===== config.mk =====
export PLATFORM = sky130hd
export DESIGN_NAME = shexp_slicer
export DESIGN_NICKNAME = d
export VERILOG_FILES = /design/src/rtl/shexp_slicer_pkg.sv /design/src/rtl/shexp_exp_max.sv /design/src/rtl/shexp_vec_buf.sv /design/src/rtl/shexp_align.sv /design/src/rtl/shexp_slicer.sv
export SDC_FILE = /design/constraint.sdc
export NUM_CORES = 1
export LEC_CHECK = 0
export BUFFER_PORTS_ARGS = -buffer_cell sky130_fd_sc_hd__buf_2
export CAP_MARGIN = 40
export CORE_ASPECT_RATIO = 1.2
export CORE_UTILIZATION = 40
export DETAILED_ROUTE_END_ITERATION = 12
export PLACE_DENSITY = 0.64
export RECOVER_POWER = 25
export SETUP_SLACK_MARGIN = 0.1
export SYNTH_ARGS = -nofsm -noshare
export SYNTH_HDL_FRONTEND = slang
export SYNTH_SLANG_ARGS = --single-unit

===== constraint.sdc =====
create_clock -name clk -period 13.55 [get_ports clk]
set_input_delay 0.6775 -clock clk [delete_from_list [all_inputs] [get_ports clk]]
set_output_delay 0.6775 -clock clk [all_outputs]
set_load 0.05 [all_outputs]

===== src/rtl/shexp_slicer_pkg.sv =====
package shexp_slicer_pkg;
  localparam int FP_W   = 64;
  localparam int EXP_W  = 11;
  localparam int FRAC_W = 52;
  localparam int SIG_W  = FRAC_W + 1;

  typedef logic [EXP_W-1:0] exp_t;
  typedef logic [FP_W-1:0]  fp_t;

  typedef enum logic {ST_LOAD, ST_EMIT} phase_e;

  function automatic exp_t exp_field(fp_t x);
    return x[FP_W-2 -: EXP_W];
  endfunction
endpackage


===== src/rtl/shexp_exp_max.sv =====
module shexp_exp_max
  import shexp_slicer_pkg::*;
(
  input  logic clk,
  input  logic rst_n,
  input  logic clr,
  input  logic upd,
  input  exp_t exp_in,
  output exp_t exp_max
);
  // A zero field marks a flushed zero and never wins the maximum.
  logic take;
  assign take = upd && (exp_in != '0) && (exp_in > exp_max);

  always_ff @(posedge clk or negedge rst_n) begin
    if (!rst_n)     exp_max <= '0;
    else if (clr)   exp_max <= '0;
    else if (take)  exp_max <= exp_in;
  end
endmodule


===== src/rtl/shexp_vec_buf.sv =====
module shexp_vec_buf #(
  parameter int DEPTH  = 8,
  parameter int DATA_W = 64,
  parameter int IDX_W  = 3
) (
  input  logic              clk,
  input  logic              wr_en,
  input  logic [IDX_W-1:0]  wr_idx,
  input  logic [DATA_W-1:0] wr_data,
  input  logic [IDX_W-1:0]  rd_idx,
  output logic [DATA_W-1:0] rd_data
);
  logic [DATA_W-1:0] mem [DEPTH];

  for (genvar g = 0; g < DEPTH; g++) begin : g_entry
    always_ff @(posedge clk) begin
      if (wr_en && (wr_idx == IDX_W'(g))) mem[g] <= wr_data;
    end
  end

  always_comb begin
    rd_data = '0;
    for (int i = 0; i < DEPTH; i++) begin
      if (rd_idx == IDX_W'(i)) rd_data = mem[i];
    end
  end
endmodule


===== src/rtl/shexp_align.sv =====
module shexp_align
  import shexp_slicer_pkg::*;
#(
  parameter int NUM_SLICES = 3,
  parameter int SLICE_W    = 8
) (
  input  fp_t                            elem,
  input  exp_t                           shared_exp,
  output logic [NUM_SLICES*SLICE_W-1:0]  slices
);
  localparam int FIX_W  = NUM_SLICES * SLICE_W;
  localparam int MAG_W  = FIX_W - 1;
  localparam int WIDE_W = SIG_W + MAG_W;

  exp_t               e;
  logic               neg;
  logic [SIG_W-1:0]   sig;
  logic [EXP_W:0]     gap;
  logic [EXP_W+1:0]   sh;
  logic [WIDE_W-1:0]  wide;
  logic [WIDE_W-1:0]  shifted;
  logic [MAG_W-1:0]   mag;
  logic [FIX_W-1:0]   fixed_pt;

  always_comb begin
    e        = exp_field(elem);
    neg      = elem[FP_W-1];
    sig      = {1'b1, elem[FRAC_W-1:0]};
    gap      = {1'b0, shared_exp} - {1'b0, e};
    wide     = {sig, {MAG_W{1'b0}}};
    sh       = {1'b0, gap} + (EXP_W+2)'(SIG_W);
    shifted  = '0;
    mag      = '0;
    // Flushed zeros and elements shifted fully out give an empty magnitude.
    if ((e != '0) && (gap < (EXP_W+1)'(MAG_W))) begin
      shifted = wide >> sh;
      mag     = shifted[MAG_W-1:0];
    end
    fixed_pt = neg ? (FIX_W'(0) - {1'b0, mag}) : {1'b0, mag};
  end

  for (genvar k = 0; k < NUM_SLICES; k++) begin : g_slice
    assign slices[FIX_W-1-k*SLICE_W -: SLICE_W] = fixed_pt[FIX_W-1-k*SLICE_W -: SLICE_W];
  end
endmodule


===== src/rtl/shexp_slicer.sv =====
module shexp_slicer
  import shexp_slicer_pkg::*;
#(
  parameter int VEC_LEN    = 8,
  parameter int NUM_SLICES = 3,
  parameter int SLICE_W    = 8
) (
  input  logic                           clk,
  input  logic                           rst_n,
  input  logic                           in_valid,
  output logic                           in_ready,
  input  logic [63:0]                    in_data,
  output logic                           out_valid,
  input  logic                           out_ready,
  output logic [NUM_SLICES*SLICE_W-1:0]  out_slices,
  output logic [10:0]                    out_exp,
  output logic                           out_last
);
  localparam int IDX_W = (VEC_LEN > 1) ? $clog2(VEC_LEN) : 1;
  localparam logic [IDX_W-1:0] LAST_IDX = IDX_W'(VEC_LEN - 1);

  phase_e            phase;
  logic [IDX_W-1:0]  idx;
  logic              in_fire;
  logic              out_fire;
  fp_t               rd_elem;
  exp_t              shared;

  assign in_ready  = (phase == ST_LOAD);
  assign out_valid = (phase == ST_EMIT);
  assign in_fire   = in_valid && in_ready;
  assign out_fire  = out_valid && out_ready;
  assign out_last  = out_valid && (idx == LAST_IDX);
  assign out_exp   = shared;

  always_ff @(posedge clk or negedge rst_n) begin
    if (!rst_n) begin
      phase <= ST_LOAD;
      idx   <= '0;
    end else begin
      unique case (phase)
        ST_LOAD: if (in_fire) begin
          if (idx == LAST_IDX) begin
            phase <= ST_EMIT;
            idx   <= '0;
          end else begin
            idx <= idx + 1'b1;
          end
        end
        ST_EMIT: if (out_fire) begin
          if (idx == LAST_IDX) begin
            phase <= ST_LOAD;
            idx   <= '0;
          end else begin
            idx <= idx + 1'b1;
          end
        end
        default: phase <= ST_LOAD;
      endcase
    end
  end

  shexp_vec_buf #(
    .DEPTH  (VEC_LEN),
    .DATA_W (FP_W),
    .IDX_W  (IDX_W)
  ) buf_i (
    .clk     (clk),
    .wr_en   (in_fire),
    .wr_idx  (idx),
    .wr_data (in_data),
    .rd_idx  (idx),
    .rd_data (rd_elem)
  );

  shexp_exp_max max_i (
    .clk     (clk),
    .rst_n   (rst_n),
    .clr     (out_fire && out_last),
    .upd     (in_fire),
    .exp_in  (exp_field(in_data)),
    .exp_max (shared)
  );

  shexp_align #(
    .NUM_SLICES (NUM_SLICES),
    .SLICE_W    (SLICE_W)
  ) align_i (
    .elem       (rd_elem),
    .shared_exp (shared),
    .slices     (out_slices)
  );
endmodule


==> parameters.txt, run 1 <==
Parameter                              Value

Synth
  Sequential area share after synthesis    56.2%
  Fraction of synthesis flops using an asynchronous set or reset pin    5.23%
  Largest cells by area after synthesis    sky130_fd_sc_hd__edfxtp_1, sky130_fd_sc_hd__nand2_1, sky130_fd_sc_hd__a21oi_1
  Top-area cell type share of the netlist area    a little over half
  Number of flops mapped to enable cells by yosys    272
  Flip-flop and latch count after synthesis    287
  Post-synthesis instance area    ~15,000 µm²
  Synthesized instance count    around 1,400
  Leading register cell type out of synthesis    sky130_fd_sc_hd__edfxtp_1
  Library cell with the largest summed area after synthesis    sky130_fd_sc_hd__edfxtp_1
  Average instance area after synthesis    about 11 µm²
  Nets in the synthesized netlist    about 1,500
  Yosys warns    0
  Cell variety after synth    101

Global routing
  Global-route usage over all layers    21.7%
  Total grt overflow    0
  Number of global-route vias before repair    10,800
  Global-route wire length before repair    65.0 mm
  Pin count of the biggest net entering global routing    77
  Number of antenna violations at the first check in global routing    4

Drt
  Final routed DRC violation total    0
  Vias/cell    5.96
  WL final    between 40 and 50 mm
  First-pass DRT Iterations    5
  Vias    11,400
  Post-DRT Antenna Nets    0
  Starting DRT DRC Count    between 900 and 1,000
  Average routed wire per standard cell    22.2 µm

Worst hold path
  Min-Delay Path Class    input port to async pin

Clock tree
  Number of buffers added by the clock tree synthesis step    29
  Count of clock tree sinks    287
  Quantity of gates resized following cts    0
  CTS tree    built
  Clock root cell    sky130_fd_sc_hd__clkbuf_16
  Post CTS Setup Buffer Count    0
  Clock transition at the register clock pins on the worst setup and hold paths after CTS    0.06 ns
  CTS hold repair buffers    0
  H-tree depth reported by CTS    1
  Clock tree buffer depth    3
  Latest clock arrival within the worst-skew pair    0.58 ns

Setup path
  Beginning of the worst register-to-register path    max_i.exp_max[1]$_DFFE_PN0P_
  Endpoint of the most critical setup path    out_slices[20]
  Count of cells along the worst register-to-register path    15
  Critical Setup Path Class    register to primary output
  Maximum net fanout on the critical path    40
  Worst reg2reg setup slack    10.28 ns
  Endpoint type of the worst setup path    primary output
  FF-to-FF End    max_i.exp_max[7]$_DFFE_PN0P_
  Required time of the critical path    12.87 ns
  Crit path arrival time    ~7.6 ns
  Startpoint type of the worst setup path    register
  Worst setup path start    idx[2]$_DFFE_PN0P_

Outcome
  Run status    completed

Timing
  Slew margin rel.    35.5%
  Final setup TNS    0 ns
  Peak clock frequency supported by timing    120 MHz
  Worst-Margin Slew    0.967 ns
  Crit path time final    8.30 ns
  Number of endpoints with negative hold slack in the final report    0
  Pins Over Slew Limit    0
  Final period utilization    61.3%
  Final setup skew    0.0378 ns
  Count of final setup violators    0
  Setup repair after global routing missed its margin    no

Die
  Area of the core    roughly 37,000 µm²
  Area of the die    38,800 µm²
  Top-Level Pins    106
  Die width    about 180 µm
  Number of rows in the core area    77
  Chip height    between 200 and 250 µm
  Effective utilization at floorplan    40.9%

Finish
  Share of the core filled with cells in the final layout    45.5%
  FF/Latch Area    8540 µm²
  Synth-to-layout area growth    11.4%
  Total number of nets in the final design    1,509
  Share of layout cells above drive strength 1    13.4%
  Highest-count cells in the layout ignoring fill and taps    sky130_fd_sc_hd__edfxtp_1, sky130_fd_sc_hd__nand2_1, sky130_fd_sc_hd__a21oi_1
  Commonest non-fill, non-tap cell in the layout    sky130_fd_sc_hd__edfxtp_1
  Multi-input logic area    about 5900 µm²
  Fill cell instance count of the final layout    between 3,000 and 4,000

Place
  Placed wire-length estimate after detailed placement    ~26 mm
  Buffers on Ports    75
  Final weighted congestion in routability-driven placement    0.941

Flow run
  Max cap viols    0
==> state kept, by name, summed over array words and instances (netlist names) <==
signal / cells
idx: 3
max_i.exp_max: 11
out_valid: 1
buf_i.mem: 272
==> through the flow <==
stage	std cells	worst slack, ns	hold WS [ns]	cell area (µm²)
2_1_floorplan	1360	5.52	0.382	15200
3_3_place_gp	1851	5.93	0.542	16000
3_5_place_dp	1853	5.84	0.561	16000
4_1_cts	1906	5.18	0.0113	17000
5_1_grt	1907	4.76	0.268	16900
6_report	1908	5.25	0.229	16900
==> cell families after synthesis <==
kind of cell	count (synthesis)	synth area share, %
muxes	13	0.946
DFF	287	56.2
and+or+nand+nor	458	15.3
xor gates and xnor gates	23	1.37
adders and majority gates	30	2.52
buffers and inverters	171	5.42
AOI/OAI and AO/OA	378	18.2
==> Yosys cell counts (5+ instances only) <==
cell	n
sky130_fd_sc_hd__edfxtp_1	272
sky130_fd_sc_hd__nand2_1	141
sky130_fd_sc_hd__nor2_1	85
sky130_fd_sc_hd__a21oi_1	84
sky130_fd_sc_hd__inv_1	80
sky130_fd_sc_hd__o21ai_0	45
sky130_fd_sc_hd__nand3_1	42
sky130_fd_sc_hd__buf_2	35
sky130_fd_sc_hd__a221oi_1	34
sky130_fd_sc_hd__nor2b_1	30
sky130_fd_sc_hd__ha_1	29
sky130_fd_sc_hd__nor3_1	29
sky130_fd_sc_hd__nand3b_1	27
sky130_fd_sc_hd__clkbuf_1	25
sky130_fd_sc_hd__nor3b_1	21
sky130_fd_sc_hd__o22ai_1	21
sky130_fd_sc_hd__a31oi_1	16
sky130_fd_sc_hd__nand4_1	16
sky130_fd_sc_hd__dfrtp_1	15
sky130_fd_sc_hd__o211ai_1	15
sky130_fd_sc_hd__o21a_1	14
sky130_fd_sc_hd__buf_6	13
sky130_fd_sc_hd__xnor2_1	13
sky130_fd_sc_hd__a211oi_1	12
sky130_fd_sc_hd__a22oi_1	12
sky130_fd_sc_hd__o221ai_1	12
sky130_fd_sc_hd__buf_4	11
sky130_fd_sc_hd__mux2i_1	11
sky130_fd_sc_hd__nand2b_1	11
sky130_fd_sc_hd__o311ai_1	11
sky130_fd_sc_hd__o31ai_1	10
sky130_fd_sc_hd__and2_1	9
sky130_fd_sc_hd__and3_1	9
sky130_fd_sc_hd__xor2_1	9
sky130_fd_sc_hd__or3_1	8
sky130_fd_sc_hd__a21o_1	7
sky130_fd_sc_hd__o21ai_1	7
sky130_fd_sc_hd__nor4_1	6
sky130_fd_sc_hd__buf_1	5
sky130_fd_sc_hd__o2111ai_1	5
==> per-layer routing <==
metal | vias to the layer above | global-route usage [%] | share of wire, %
met2 | 408 | 37.0 | 49
li1 | 5301 | - | -
met4 | 6 | 6.61 | 2.2
met3 | 66 | 3.48 | 6.6
met5 | - | 0 | 0.11
met1 | 5599 | 28.3 | 42
==> worst min-delay path by stage <==
stage               cells after the start                   to                start  slack [ns]
floorplan                               0   idx[0]$_DFFE_PN0P_                rst_n        0.38
CTS                                     1  out_valid$_DFF_PN0_                rst_n        0.01
finish                                  1  out_valid$_DFF_PN0_                rst_n        0.23
detailed placement                      1  out_valid$_DFF_PN0_  out_valid$_DFF_PN0_        0.56
global placement                        1  out_valid$_DFF_PN0_  out_valid$_DFF_PN0_        0.54
global route                            1  out_valid$_DFF_PN0_                rst_n        0.27
==> worst max-delay path: stages (launching register included) <==
cell	delay [ns]
sky130_fd_sc_hd__dfrtp_1	0.33
sky130_fd_sc_hd__buf_4	0.47
sky130_fd_sc_hd__inv_1	0.13
sky130_fd_sc_hd__ha_1	0.22
sky130_fd_sc_hd__buf_4	0.23
sky130_fd_sc_hd__or2_1	0.35
sky130_fd_sc_hd__buf_4	0.32
sky130_fd_sc_hd__o311a_1	0.41
sky130_fd_sc_hd__o221a_2	0.29
sky130_fd_sc_hd__ha_1	0.38
sky130_fd_sc_hd__o21ai_1	0.17
sky130_fd_sc_hd__a21oi_1	0.09
sky130_fd_sc_hd__o41ai_1	0.52
sky130_fd_sc_hd__a211oi_1	0.08
sky130_fd_sc_hd__a21oi_1	0.61
sky130_fd_sc_hd__nor2_4	0.21
sky130_fd_sc_hd__a221oi_2	0.39
sky130_fd_sc_hd__a21oi_2	0.14
sky130_fd_sc_hd__a311oi_4	0.45
sky130_fd_sc_hd__nand4_2	0.26
sky130_fd_sc_hd__or4_1	0.54
sky130_fd_sc_hd__nand3_1	0.12
sky130_fd_sc_hd__buf_2	0.27
==> final cells by class <==
class / count / share of cell area, %
multi-input combinational: 902 / 34.9
antenna: 1 / 0.0148
clock buffer: 37 / 4.64
timing repair buffer: 109 / 3.61
clock inverter: 16 / 1.04
inverter: 82 / 1.82
sequential: 287 / 50.5
tap: 474 / 3.50
Power of run 1 is left out: the tool's default activity adds up to more than one toggle a clock period on the data nets, which glitch-free logic cannot reach.
==> run 2: changes to the inputs <==
--- a/config.mk
+++ b/config.mk
@@ -10,7 +10,7 @@
 export CORE_ASPECT_RATIO = 1.2
 export CORE_UTILIZATION = 40
 export DETAILED_ROUTE_END_ITERATION = 12
-export PLACE_DENSITY = 0.64
+export PLACE_DENSITY = 0.66
 export RECOVER_POWER = 25
 export SETUP_SLACK_MARGIN = 0.1
 export SYNTH_ARGS = -nofsm -noshare
==> constraint.sdc (replaced) <==
create_clock -name clk -period 7.3 [get_ports clk]
set_input_delay 0.365 -clock clk [delete_from_list [all_inputs] [get_ports clk]]
set_output_delay 0.365 -clock clk [all_outputs]
set_load 0.05 [all_outputs]
==> run 2 against run 1 <==
Against the previous run: via count increased by 2.4%; cell count increased by 1.6%; global-route usage increased by 0.24 points; critical path depth decreased by 1; register-to-register slack got worse by 6.3 ns; final area increased by 2.1%; wire length increased by 2.3%; worst hold slack got worse by 0.091 ns; critical path type unchanged.
==> parameters.txt, run 2 (synthesis gave the netlist of run 1 again) <==
Parameter                              Value

Outcome
  Run status    completed

Finish
  Number of flip-flops in the largest register    272 (unchanged)
  Most flops, register    buf_i.mem
  Total number of nets in the final design    1,542 (+2.2%)
  Share of layout cells above drive strength 1    15.7% (+2.3 points)
  Highest-count cells in the layout ignoring fill and taps    sky130_fd_sc_hd__edfxtp_1, sky130_fd_sc_hd__nand2_1, sky130_fd_sc_hd__nor2_1
  Commonest non-fill, non-tap cell in the layout    sky130_fd_sc_hd__edfxtp_1
  Top flop regs    buf_i.mem x272, max_i.exp_max x11, idx x3
  Synth-to-layout area growth    13.7%

Die
  Top-Level Pins    106 (unchanged)
  Area of the die    38,800 µm² (unchanged)
  Effective utilization at floorplan    40.9% (unchanged)
  Number of rows in the core area    77 (unchanged)
  Area of the core    37,200 µm² (unchanged)
  Chip height    216 µm (unchanged)
  Die width    180 µm (unchanged)

Timing
  Worst setup margin    0.268 ns (-4.98 ns)
  Worst-Margin Slew    0.948 ns (-0.0187 ns)
  Number of endpoints with negative hold slack in the final report    0 (unchanged)
  Final setup skew    0.0201 ns (-0.0177 ns)
  Setup repair after global routing missed its margin    yes
  Count of final setup violators    0 (unchanged)
  Pins Over Slew Limit    0 (unchanged)
  Crit path time final    around 7.0 ns
  Peak clock frequency supported by timing    142 MHz
  Slew margin rel.    36.8% (+1.2 points)
  Final setup TNS    0 ns (unchanged)
  Final period utilization    96.3%

Drt
  Top metal layer carrying routed signals    met5
  Met3 wirelength from detailed routing    3.05 mm (+8.4%)
  Routed length on met1    18.4 mm (+3.2%)
  Vias    11,700 (+2.4%)
  Metal2 WL    20.7 mm (-0.26%)
  First-pass DRT Iterations    5 (unchanged)
  Post-DRT Antenna Nets    0 (unchanged)
  Starting DRT DRC Count    907 (-8.8%)
  Final routed DRC violation total    0 (unchanged)
  WL final    43.4 mm (+2.3%)
  Average routed wire per standard cell    22.4 µm (+0.62%)
  Vias/cell    6.01 (+0.79%)

Setup path
  Startpoint type of the worst setup path    register
  CP Cell Sequence    ha_1, ha_1, or2_1, buf_4, o311a_1, o221a_2, ha_1, a21o_1, a21oi_1, xnor2_1, buf_4, a31oi_1, o32ai_1, a211oi_1, o221ai_1, a21oi_2, a311oi_4, nand4_2, or4_1, nand3_1, buf_2
  Longest individual stage delay on the worst path    0.63 ns (+0.02 ns)
  Slowest stage cell, crit path    sky130_fd_sc_hd__xnor2_1
  Endpoint type of the worst setup path    primary output
  Kind of cell adding the most delay to the critical path    compound AO/OA/AOI/OAI gates
  Crit path arrival time    6.67 ns (-0.95 ns)
  Cell count along the critical path    21 (-4.5%)
  Critical Setup Path Class    register to primary output
  Maximum net fanout on the critical path    14 (-65%)
  Most Frequent Cell on Critical Path    sky130_fd_sc_hd__ha_1
  Required time of the critical path    6.93 ns (-5.94 ns)
  Count of cells along the worst register-to-register path    14 (-1)
  Crit path buf inv count    3 (-2)

Global routing
  Number of antenna violations at the first check in global routing    4 (unchanged)
  Global-route wire length before repair    66.1 mm (+1.6%)
  Pin count of the biggest net entering global routing    100 (+30%)
  Number of global-route vias before repair    11,300 (+4.0%)
  Total grt overflow    0 (unchanged)
  Global-route usage over all layers    21.9% (+0.24 points)

Place
  Placed wire-length estimate after detailed placement    27.5 mm (+4.9%)
  Buffers on Ports    75 (unchanged)
  Worst setup timing slack at the placement stage    0.568 ns (-5.27 ns)
  Final weighted congestion in routability-driven placement    0.922 (-1.9%)

Clock tree
  Clock transition at the register clock pins on the worst setup and hold paths after CTS    0.07 ns (about the same)
  Clock root cell    sky130_fd_sc_hd__clkbuf_16
  Clock tree buffer depth    3 (unchanged)
  Count of clock tree sinks    287 (unchanged)
  Number of buffers added by the clock tree synthesis step    26 (-10%)
  CTS tree    built
  H-tree depth reported by CTS    1 (unchanged)
  Latest clock arrival within the worst-skew pair    0.54 ns (-0.04 ns)

Worst hold path
  Min-Delay Path Class    input port to register
  Cells on Worst Hold Path    1

Flow run
  Max cap viols    0 (unchanged)
## run 2: final cells by class
| cell class | instances | area [µm²] |
|---|---|---|
| multi-input cells | 902 | 6010 |
| repair buffers | 145 | 1010 |
| diodes | 1 | 2.50 |
| clock buffers | 33 | 698 |
| well taps | 474 | 593 |
| fillers | 3339 | 19900 |
| inverters | 82 | 312 |
| clock inverters | 15 | 129 |
| flip-flops and latches | 287 | 8540 |
## run 2: per-stage QoR
step | hold slack, ns | std cells | area, µm² | utilization, %
final | 0.138 | 1939 | 17300 | 46.5
after global routing | 0.141 | 1939 | 17300 | 46.5
after CTS | 0.0765 | 1919 | 17100 | 45.9
after detailed placement | 0.298 | 1869 | 16200 | 43.5
after global placement | 0.303 | 1865 | 16100 | 43.3
after floorplan | 0.0694 | 1360 | 15200 | -
## run 2: final timing paths
path                       slack (ns)                             to                    startpoint
min                              0.14     buf_i.mem[1][30]$_DFFE_PP_                   in_data[30]
max                              0.27                 out_slices[20]            idx[0]$_DFFE_PN0P_
max reg2reg                      4.02  max_i.exp_max[10]$_DFFE_PN0P_  max_i.exp_max[1]$_DFFE_PN0P_
max in group asynchronous        6.74  max_i.exp_max[10]$_DFFE_PN0P_                         rst_n
min in group asynchronous        0.28            out_valid$_DFF_PN0_                         rst_n
min reg2reg                      0.57            out_valid$_DFF_PN0_           out_valid$_DFF_PN0_
## run 2: per-layer routing
metal  vias up  track usage [%]
li1       5365                -
met1      5713             29.1
met2       486             36.9
met3        86             3.05
met4         6             7.39
met5         -                0
## run 2: repair_timing
item,4_1_cts,5_1_grt
setup buffers,1,18
pin swaps,0,3
gates resized for setup,5,11
endpoints found under the setup margin,2,20
gates cloned,0,1
endpoints found under the hold margin,15,0
hold buffers,1,0
Power of run 2 is left out for the same reason.
==> run 3: changes to the inputs <==
--- a/config.mk
+++ b/config.mk
@@ -6,11 +6,12 @@
 export NUM_CORES = 1
 export LEC_CHECK = 0
 export BUFFER_PORTS_ARGS = -buffer_cell sky130_fd_sc_hd__buf_2
-export CAP_MARGIN = 40
+export CELL_PAD_IN_SITES_DETAIL_PLACEMENT = 1
+export CELL_PAD_IN_SITES_GLOBAL_PLACEMENT = 2
 export CORE_ASPECT_RATIO = 1.2
-export CORE_UTILIZATION = 40
+export CORE_UTILIZATION = 37
 export DETAILED_ROUTE_END_ITERATION = 12
-export PLACE_DENSITY = 0.66
+export PLACE_DENSITY = 0.83
 export RECOVER_POWER = 25
 export SETUP_SLACK_MARGIN = 0.1
 export SYNTH_ARGS = -nofsm -noshare
==> run 3 against run 2 <==
Against the previous run: worst hold slack worse by 0.027 ns; non-clock buffer count rose by 3; clock-buffer cell count unchanged; die area is 8.0% higher; final area up 0.65%; wire length grew 11%; via count is 1.0% higher; highest routed layer unchanged.
==> parameters.txt, run 3 (synthesis gave the netlist of run 1 again) <==
Parameter                              Value

Outcome
  Run status    completed

Place
  # placed instances    1,938 (+3.7%)
  Final weighted congestion in routability-driven placement    0.891 (-3.4%)
  Buffers on Ports    75 (unchanged)
  Placed wire-length estimate after detailed placement    31.7 mm (+15%)

Drt
  Vias/cell    5.86 (-2.6%)
  First-pass DRT Iterations    7 (+2)
  Post-DRT Antenna Nets    0 (unchanged)
  WL final    48.1 mm (+11%)
  Vias    11,800 (+1.0%)
  Final routed DRC violation total    0 (unchanged)
  Average routed wire per standard cell    23.9 µm (+7.0%)
  Starting DRT DRC Count    721 (-21%)

Setup path
  Maximum net fanout on the critical path    12 (-2)
  Required time of the critical path    6.93 ns (about the same)
  Endpoint type of the worst setup path    primary output
  Startpoint type of the worst setup path    register
  Crit path arrival time    6.54 ns (-0.13 ns)
  Critical Setup Path Class    register to primary output

Die
  Area of the die    41,900 µm² (+8.0%)
  Effective utilization at floorplan    37.4% (-3.5 points)
  Number of rows in the core area    81 (+5.2%)
  Area of the core    40,600 µm² (+9.3%)
  Top-Level Pins    106 (unchanged)
  Die width    187 µm (+3.9%)
  Chip height    224 µm (+3.9%)

Clock tree
  CTS tree    built
  Count of clock tree sinks    287 (unchanged)
  Clock tree buffer depth    3 (unchanged)
  Number of buffers added by the clock tree synthesis step    29 (+12%)
  Clock transition at the register clock pins on the worst setup and hold paths after CTS    0.06 ns (about the same)
  Latest clock arrival within the worst-skew pair    0.56 ns (+0.02 ns)
  Clock root cell    sky130_fd_sc_hd__clkbuf_16
  H-tree depth reported by CTS    1 (unchanged)

Timing
  Pins Over Slew Limit    0 (unchanged)
  Number of endpoints with negative hold slack in the final report    0 (unchanged)
  Slew margin rel.    24.2% (-13 points)
  Count of final setup violators    0 (unchanged)
  Final setup skew    0.0115 ns (-0.00860 ns)
  Crit path time final    6.90 ns (-0.128 ns)
  Peak clock frequency supported by timing    145 MHz (+1.9%)
  Worst hold slack    0.111 ns (-0.0267 ns)
  Setup repair after global routing missed its margin    yes
  Worst-Margin Slew    1.14 ns (+0.189 ns)
  Final period utilization    94.6% (-1.8 points)
  Final setup TNS    0 ns (unchanged)

Finish
  Total number of nets in the final design    1,548 (+0.39%)
  Top flop regs    buf_i.mem x272, max_i.exp_max x11, idx x3
  FF/Latch Area    8540 µm² (unchanged)
  Commonest non-fill, non-tap cell in the layout    sky130_fd_sc_hd__edfxtp_1
  Number of flip-flops in the largest register    272 (unchanged)
  Non-Filler Instances    2,011 (+3.7%)
  Most flops, register    buf_i.mem
  Fill cell instance count of the final layout    4,425 (+33%)
  Synth-to-layout area growth    14.5%
  Share of layout cells above drive strength 1    16.2% (+0.48 points)
  Highest-count cells in the layout ignoring fill and taps    sky130_fd_sc_hd__edfxtp_1, sky130_fd_sc_hd__nand2_1, sky130_fd_sc_hd__nor2_1
  Multi-input logic area    6000 µm² (-0.15%)

Global routing
  Global-route usage over all layers    22.7% (+0.71 points)
  Global-route wire length before repair    73.5 mm (+11%)
  Total grt overflow    0 (unchanged)
  Number of global-route vias before repair    12,300 (+9.1%)
  Pin count of the biggest net entering global routing    65 (-35%)
  Number of antenna violations at the first check in global routing    4 (unchanged)

Flow run
  Max cap viols    0 (unchanged)

Worst hold path
  Min-Delay Path Class    input port to register
## run 3: cell count changes in the layout (fill, tap and decap cells not counted), moves of 3 or more
cell / previous run / this run
sky130_fd_sc_hd__buf_6: 2 / 5
sky130_fd_sc_hd__clkbuf_1: 27 / 24
sky130_fd_sc_hd__clkinvlp_4: 4 / 0
sky130_fd_sc_hd__buf_12: 7 / 1
sky130_fd_sc_hd__clkinv_2: 3 / 6
sky130_fd_sc_hd__buf_4: 58 / 65
## run 3: cell type report
cell class	count	share of cell area, %
Timing Repair Buffer	148	5.41
Tap cell	539	3.87
Antenna cell	2	0.0287
Clock buffer	33	4.25
Clock inverter	18	1.12
Sequential cell	287	49.1
Inverter	82	1.77
Multi-Input combinational cell	902	34.5
## run 3: metrics by stage
stage / util (%) / worst slack [ns] / cell area [µm²]
6_report: 42.8 / 0.397 / 17400
3_3_place_gp: 39.9 / 0.648 / 16200
2_1_floorplan: - / 0.293 / 15200
3_5_place_dp: 39.9 / 0.566 / 16200
4_1_cts: 42.4 / 0.101 / 17200
5_1_grt: 42.8 / 0.0518 / 17400
## run 3: path summary, 6_finish.rpt
check	depth (start not counted)	end	slack (ns)	start
max in group asynchronous	2	max_i.exp_max[10]$_DFFE_PN0P_	6.72	rst_n
hold / removal	1	buf_i.mem[0][234]$_DFFE_PP_	0.11	in_data[42]
setup reg to reg	14	max_i.exp_max[8]$_DFFE_PN0P_	3.83	max_i.exp_max[1]$_DFFE_PN0P_
setup / recovery	24	out_slices[20]	0.40	idx[0]$_DFFE_PN0P_
min in group asynchronous	2	idx[1]$_DFFE_PN0P_	0.28	rst_n
hold reg to reg	1	out_valid$_DFF_PN0_	0.58	out_valid$_DFF_PN0_
## run 3: layer usage
layer	GRT usage, %	wire length [µm]	share of wire (%)
met1	28.5	20200	42
met2	40.9	24700	51
met3	1.96	1990	4.1
met4	7.22	1170	2.4
met5	0	10	0.021
## run 3: repair_timing
item / in CTS / in global routing
gates resized for setup: 1 / 18
setup endpoints to repair: 4 / 22
gates cloned: 0 / 0
pin swaps: 1 / 3
hold buffers: 1 / 0
setup buffers: 6 / 13
hold endpoints to repair: 15 / 0
## run 3: worst max-delay path, cell delays in order (launching register included)
cell                        delay (ns)
sky130_fd_sc_hd__dfrtp_1          0.46
sky130_fd_sc_hd__ha_1             0.28
sky130_fd_sc_hd__ha_1             0.23
sky130_fd_sc_hd__or2_1            0.25
sky130_fd_sc_hd__buf_4            0.20
sky130_fd_sc_hd__nor3_1           0.28
sky130_fd_sc_hd__o221ai_2         0.19
sky130_fd_sc_hd__inv_1            0.09
sky130_fd_sc_hd__ha_1             0.16
sky130_fd_sc_hd__inv_1            0.05
sky130_fd_sc_hd__fa_1             0.45
sky130_fd_sc_hd__a21o_1           0.21
sky130_fd_sc_hd__a22o_1           0.20
sky130_fd_sc_hd__o211a_1          0.24
sky130_fd_sc_hd__o21a_1           0.20
sky130_fd_sc_hd__o2111ai_4        0.33
sky130_fd_sc_hd__nor2_4           0.12
sky130_fd_sc_hd__buf_4            0.20
sky130_fd_sc_hd__o21a_1           0.16
sky130_fd_sc_hd__nand2b_1         0.19
sky130_fd_sc_hd__a311oi_4         0.44
sky130_fd_sc_hd__nand4_4          0.19
sky130_fd_sc_hd__or4_1            0.50
sky130_fd_sc_hd__nand3_1          0.10
sky130_fd_sc_hd__clkbuf_4         0.24
Power of run 3 is left out for the same reason.
